[src/rtl/err_flag_pkg.sv]
package err_flag_pkg;
  parameter int unsigned STATUS_ADDR = 0;
  parameter int unsigned MASK_ADDR   = 1;
endpackage

[src/rtl/err_mask_reg.sv]
module err_mask_reg #(
  parameter int unsigned N_ERR = 8
) (
  input  logic             clk_i,
  input  logic             rst_ni,
  input  logic             we_i,
  input  logic [N_ERR-1:0] wdata_i,
  output logic [N_ERR-1:0] mask_o
);
  // every source monitored out of reset
  always_ff @(posedge clk_i or negedge rst_ni) begin
    if (!rst_ni)   mask_o <= '1;
    else if (we_i) mask_o <= wdata_i;
  end

  a_r8_mask_load: assert property (@(posedge clk_i) disable iff (!rst_ni)
    we_i |=> mask_o == $past(wdata_i));
  a_r8_mask_hold: assert property (@(posedge clk_i) disable iff (!rst_ni)
    !we_i |=> $stable(mask_o));
endmodule

[src/rtl/err_sticky_bank.sv]
module err_sticky_bank #(
  parameter int unsigned N_ERR = 8
) (
  input  logic             clk_i,
  input  logic             rst_ni,
  input  logic [N_ERR-1:0] err_i,
  input  logic [N_ERR-1:0] mask_i,
  input  logic             clear_i,
  output logic [N_ERR-1:0] sticky_o
);
  logic [N_ERR-1:0] hit;
  assign hit = err_i & mask_i;

  for (genvar i = 0; i < N_ERR; i++) begin : g_bit
    // set beats clear
    always_ff @(posedge clk_i or negedge rst_ni) begin
      if (!rst_ni) sticky_o[i] <= 1'b0;
      else         sticky_o[i] <= (sticky_o[i] & ~clear_i) | hit[i];
    end
  end

  a_r7_set_wins: assert property (@(posedge clk_i) disable iff (!rst_ni)
    (err_i & mask_i) != '0 |=>
      (sticky_o & $past(err_i & mask_i)) == $past(err_i & mask_i));
  a_r4_sticky_hold: assert property (@(posedge clk_i) disable iff (!rst_ni)
    !clear_i |=> (sticky_o & $past(sticky_o)) == $past(sticky_o));
  a_r5_clear_all: assert property (@(posedge clk_i) disable iff (!rst_ni)
    (clear_i && err_i == '0) |=> sticky_o == '0);
  a_r3_masked_quiet: assert property (@(posedge clk_i) disable iff (!rst_ni)
    (err_i & ~mask_i & ~sticky_o) != '0 |=>
      (sticky_o & $past(err_i & ~mask_i & ~sticky_o)) == '0);
endmodule

[src/rtl/err_host_if.sv]
module err_host_if
  import err_flag_pkg::*;
#(
  parameter int unsigned N_ERR  = 8,
  parameter int unsigned ADDR_W = 2
) (
  input  logic [ADDR_W-1:0] addr_i,
  input  logic              wr_i,
  input  logic              rd_i,
  input  logic [N_ERR-1:0]  status_i,
  input  logic [N_ERR-1:0]  mask_i,
  output logic              mask_we_o,
  output logic              rd_clear_o,
  output logic [N_ERR-1:0]  rdata_o
);
  logic sel_status, sel_mask;
  assign sel_status = (addr_i == ADDR_W'(STATUS_ADDR));
  assign sel_mask   = (addr_i == ADDR_W'(MASK_ADDR));

  assign mask_we_o  = wr_i & sel_mask;
  assign rd_clear_o = rd_i & sel_status;

  always_comb begin
    rdata_o = '0;
    if (sel_status)    rdata_o = status_i;
    else if (sel_mask) rdata_o = mask_i;
  end
endmodule

[src/rtl/err_flag_top.sv]
module err_flag_top #(
  parameter int unsigned N_ERR  = 8,
  parameter int unsigned ADDR_W = 2
) (
  input  logic              clk_i,
  input  logic              rst_ni,
  input  logic [N_ERR-1:0]  err_i,
  input  logic              frame_start_i,
  input  logic [ADDR_W-1:0] host_addr_i,
  input  logic              host_wr_i,
  input  logic              host_rd_i,
  input  logic [N_ERR-1:0]  host_wdata_i,
  output logic [N_ERR-1:0]  host_rdata_o,
  output logic              err_n_o
);
  logic [N_ERR-1:0] mask, status;
  logic             mask_we, rd_clear, clear;

  err_host_if #(.N_ERR(N_ERR), .ADDR_W(ADDR_W)) u_host (
    .addr_i    (host_addr_i),
    .wr_i      (host_wr_i),
    .rd_i      (host_rd_i),
    .status_i  (status),
    .mask_i    (mask),
    .mask_we_o (mask_we),
    .rd_clear_o(rd_clear),
    .rdata_o   (host_rdata_o)
  );

  err_mask_reg #(.N_ERR(N_ERR)) u_mask (
    .clk_i  (clk_i),
    .rst_ni (rst_ni),
    .we_i   (mask_we),
    .wdata_i(host_wdata_i),
    .mask_o (mask)
  );

  assign clear = frame_start_i | rd_clear;

  err_sticky_bank #(.N_ERR(N_ERR)) u_sticky (
    .clk_i   (clk_i),
    .rst_ni  (rst_ni),
    .err_i   (err_i),
    .mask_i  (mask),
    .clear_i (clear),
    .sticky_o(status)
  );

  assign err_n_o = ~|status;

  a_r6_read_clears: assert property (@(posedge clk_i) disable iff (!rst_ni)
    (host_rd_i && host_addr_i == '0 && err_i == '0) |=> err_n_o);
  a_r9_wr_status_ignored: assert property (@(posedge clk_i) disable iff (!rst_ni)
    (host_wr_i && host_addr_i == '0 && !host_rd_i && !frame_start_i) |=>
      (status & $past(status)) == $past(status));
endmodule

[config.mk]
export PLATFORM = sky130hd
export DESIGN_NAME = err_flag_top
export DESIGN_NICKNAME = d
export VERILOG_FILES = /design/src/rtl/err_flag_pkg.sv /design/src/rtl/err_mask_reg.sv /design/src/rtl/err_sticky_bank.sv /design/src/rtl/err_host_if.sv /design/src/rtl/err_flag_top.sv
export SDC_FILE = /design/constraint.sdc
export NUM_CORES = 1
export LEC_CHECK = 0
export ABC_CLOCK_PERIOD_IN_PS = 2100
export BUFFER_PORTS_ARGS = -buffer_cell sky130_fd_sc_hd__buf_4
export CELL_PAD_IN_SITES_DETAIL_PLACEMENT = 1
export CELL_PAD_IN_SITES_GLOBAL_PLACEMENT = 1
export CORE_UTILIZATION = 35
export CTS_BUF_LIST = sky130_fd_sc_hd__clkbuf_4 sky130_fd_sc_hd__clkbuf_8 sky130_fd_sc_hd__clkbuf_16
export CTS_CLUSTER_SIZE = 24
export DETAILED_ROUTE_END_ITERATION = 10
export GPL_ROUTABILITY_DRIVEN = 0
export GPL_TIMING_DRIVEN = 1
export PLACE_DENSITY = 0.85
export SLEW_MARGIN = 5
export SYNTH_ARGS = -nofsm -noshare
export SYNTH_HDL_FRONTEND = slang
export SYNTH_SLANG_ARGS = --single-unit
[constraint.sdc]
create_clock -name clk_i -period 2.1 [get_ports clk_i]
set_clock_uncertainty 0.15 [all_clocks]
set_input_delay 0.63 -clock clk_i [delete_from_list [all_inputs] [get_ports clk_i]]
set_output_delay 0.63 -clock clk_i [all_outputs]
set_load 0.01 [all_outputs]
# Word-level counts from Yosys, hierarchy flattened
# Index checks and enable logic that the tools add are counted.
# word_totals
output_inout_bits	9
ff_bits	16
elab_cells	36
# op_classes
n_mux	2
reduce_logical	3
bitwise	21
eq_ne	1
# op_table
cell	n
$mux W8	2
$and A1 B1 Y1	10
$or A1 B1 Y1	9
$and A8 B8 Y8	1
$reduce_or A8 Y1	1
$eq A2 B1 Y1 const B	1
$logic_not A2 Y1	1
$logic_not A1 Y1	1
$not A1 Y1	1

# Depth between registers and ports, before layout
# logic_depth
ltp_word	6
depth_mapped	4
depth_no_buf	2

# Hierarchy
# From an unflattened synthesis, not the netlist that was laid out.
# unflattened
hier_cells	73
area_unflattened_um2	813.3
# modules_own_cells
module	cells_per_inst	seq_area_each_um2	area_each_um2	instances
err_mask_reg	17	210.2	341.6	1
err_sticky_bank	32	200.2	300.3	1
err_host_if	20	0.0	146.4	1
err_flag_top	4	0.0	25.0	1

# Least setup slack after synthesis
# No wires, ideal clock.
# synth_timing
path_type	register -> output
startpoint	reg u_sticky.sticky_o[1]
endpoint	out err_n_o
t_required_ps	1320
stages_incl_launch_ff	3
arrival_ps	1058
n_path_buf	0
path_slack_ps	262
cell_sequence	dfrtp_1 or4_1 nor2_1
# synth_via
elab_chain_len	2
# synth_rtl
element	line_no	rtl
from (decl)	err_sticky_bank.sv:9	output logic [N_ERR-1:0] sticky_o
from (signal, indexed assignment)	err_sticky_bank.sv:18	else sticky_o[i] <= (sticky_o[i] & ~clear_i) | hit[i];
$reduce_or A8 Y1	err_flag_top.sv:49	assign err_n_o = ~|status;
$logic_not A1 Y1	err_flag_top.sv:49	
to (decl)	err_flag_top.sv:14	output logic err_n_o
# No other way between the ends.

# Worst setup path after layout
# layout_timing
startpoint	reg u_sticky.sticky_o[0]
endpoint	out err_n_o
# Same word-level chain as after synthesis.

==> flow_metrics.env <==
export IMPL_critical_path_top_delay_family="simple AND/OR/NAND/NOR gates"
export IMPL_critPathMaxFanout=2
export IMPL_final_nets=116
export IMPL_path_buf_inv=1
export IMPL_power_mw=0.8638
export IMPL_finalCritPeriodShare_pct=107.3
export IMPL_worstHoldPathType="input port to async pin"
export IMPL_antenna_left=0
export IMPL_clock_path_buffers=2
export IMPL_report_final_slew_viol_count=0
export IMPL_status="finished with violations"
export IMPL_synth_ff_type="dfstp_2"
export IMPL_layout_drive_gt1_share_pct=63.04
export IMPL_slowest_stage="or4_4"
export IMPL_die_w_um=48.78
export IMPL_max_slew_worst_pin_slew_ns=0.4551
export IMPL_syn_num_nets=80
export IMPL_antenna_cells=0
export IMPL_violations="negative setup slack"
export IMPL_drt_total_wl_mm=1.996
export IMPL_via_per_inst=5.277
export IMPL_syn_area_sq_um=765.7
export IMPL_antenna_found_initial=0
export IMPL_period_needed_ns=2.253
export IMPL_finish_utilization_pct=53.75
export IMPL_grt_pass1_vias=642
export IMPL_finalSetupViolCount=1
export IMPL_finalHoldViolations=0
export IMPL_placed_cells=112
export IMPL_grt_max_degree=17
export IMPL_yosysTopAreaCell="dfstp_2"
export IMPL_end_kind="output port"
export IMPL_core_area_sq_mm=0.002002
export IMPL_ir_drop_mv=0.4632
export IMPL_rsz0062_at_grt="true"
export IMPL_crit_required_ns=1.32
export IMPL_arrival_ns=1.47
export IMPL_critical_path_class="register to output port"
export IMPL_port_buffers=31
export IMPL_synth_most_common_cell="nor2_1"
export IMPL_areaGrowthSynthToFinish_pct=40.52
export IMPL_place_area_sq_um=998.5
export IMPL_cp_slowest_stage_delay_ns=0.55
export IMPL_overflow=0
export IMPL_synth_top_area_share_pct=27.45
export IMPL_crit_path_start_kind="register"
export IMPL_synth_yosys_seq_area_share_pct=53.59
export IMPL_fin_ws_ns=-0.1530
export IMPL_fp_dieH_um=48.78
export IMPL_slew_headroom_pct=69.57
export IMPL_ys_top_cells_by_area="dfstp_2, dfrtp_1, mux2_2"
export IMPL_synth_edff_count=0
export IMPL_fmax_mhz=443.9
export IMPL_tns_ns=-0.1530
export IMPL_maxCapViolations=0
export IMPL_grt_pass1_wl_mm=3.194
export IMPL_p_leak_nw=0.5057
export IMPL_syn_area_per_cell_sq_um=13.43
export IMPL_cp_cell_sequence="or4_4 -> nor2_4 -> buf_6"
export IMPL_final_cells=119
export IMPL_async_flop_share_pct=100.0
export IMPL_drtIter0Drc=9
export IMPL_tritoncts="built"
export IMPL_synth_cell_types=11
export IMPL_cts_buffers=3
export IMPL_wire_per_inst_um=16.77
export IMPL_ys_seq_elements=16
export IMPL_cts_sinks=16
export IMPL_start_util_pct=38.25
export IMPL_dieArea_sq_mm=0.002379
export IMPL_num_io_pins=32
export IMPL_rows=16
export IMPL_yosysWarnings=0
export IMPL_htreeDepth=1
export IMPL_path_clk_slew_ns=0.10
export IMPL_dr_pass1_iters=4
export IMPL_drc=0
export IMPL_final_area_sq_mm=0.001076
export IMPL_vias=628
export IMPL_worst_skew_pair_late_latency_ns=0.29
export IMPL_synthCells=57
export IMPL_cellPowerDensity_mw_per_mm2=802.8
export IMPL_grt_total_usage_pct=18.50
export IMPL_root_buffer="clkbuf_4"
[worst reg2reg max path: stages, from the launching register on]
cell and delay, ns:
dfrtp_1 0.40, buf_4 0.13, buf_4 0.13, a32o_1 0.22
[stage by stage]
stage                     hold slack, ns  setup WS (ns)
after floorplan                   0.1844         0.2625
after global placement            0.3424         0.1155
after detailed placement          0.3501        0.08046
after CTS                        0.02795        -0.1620
after global routing             0.01323        -0.2114
final                            0.03224        -0.1530
[state kept, by name (all words and copies together), names as in the netlist]
name               count
u_sticky.sticky_o      8
u_mask.mask_o          8
[where the power goes]
| group | internal, mW | leakage, nW | total [mW] | switching [mW] |
|---|---|---|---|---|
| Combinational | 0.137 | 0.301 | 0.225 | 0.0882 |
| Clock | 0.106 | 0.0210 | 0.206 | 0.100 |
| Sequential | 0.387 | 0.184 | 0.433 | 0.0462 |
| Total | 0.629 | 0.506 | 0.864 | 0.234 |
[kinds of logic (layout without fill, tap and decap cells)]
logic type | count (synthesis) | count (layout) | share of synthesized area (%)
AOI/OAI and AO/OA | 8 | 8 | 10.46
and+or+nand+nor | 13 | 13 | 8.823
DFF | 16 | 16 | 53.59
muxes | 16 | 16 | 22.22
buffers and inverters | 4 | 39 | 4.901
[path summary, 6_finish.rpt]
path / startpoint / endpoint / slack (ns) / cells past startpoint
max: u_sticky.sticky_o[0] / err_n_o / -0.15 / 3
min reg2reg: u_sticky.sticky_o[1] / u_sticky.sticky_o[1] / 0.42 / 1
max reg2reg: u_sticky.sticky_o[0] / u_sticky.sticky_o[0] / 0.97 / 3
min: rst_ni / u_sticky.sticky_o[0] / 0.03 / 1
min in group clk_i: err_i[1] / u_sticky.sticky_o[1] / 0.40 / 2
max in group asynchronous: rst_ni / u_mask.mask_o[2] / 1.52 / 1
[cell usage in the layout, fill, tap and decap left out]
cell type   n
nor2_4      1
clkbuf_4    3
buf_4      33
mux2_2      8
or3b_4      1
a32o_1      8
dfrtp_1     8
dfstp_2     8
inv_1       1
buf_6       1
nor2_1      8
or4_4       2
mux2i_1     8
clkbuf_8    1
nand3b_1    1
[cell type report]
| type | count | area, sq um |
|---|---|---|
| inverters | 1 | 3.754 |
| repair buffers | 34 | 259.0 |
| multi-input cells | 37 | 332.8 |
| clock buffers | 4 | 36.28 |
| flip-flops and latches | 16 | 410.4 |
| well taps | 27 | 33.78 |
| fillers | 223 | 925.9 |
[per-layer routing]
| layer | global-route usage, % | vias up | part of all wire (%) |
|---|---|---|---|
| met5 | 0 | - | 0 |
| met4 | 11.27 | 0 | 2.5 |
| met3 | 4.050 | 4 | 4.4 |
| met2 | 29.63 | 26 | 52 |
| met1 | 22.69 | 313 | 41 |
| li1 | - | 285 | - |
[timing repair]
| action | in CTS | in global routing |
|---|---|---|
| resized for setup | 0 | 5 |
| pin swaps | 2 | 1 |
| endpoints found under the hold margin | 0 | 0 |
| hold buffers | 0 | 0 |
| setup buffers | 2 | 1 |
| endpoints found under the setup margin | 1 | 1 |
(Power assumes the default switching activity.)
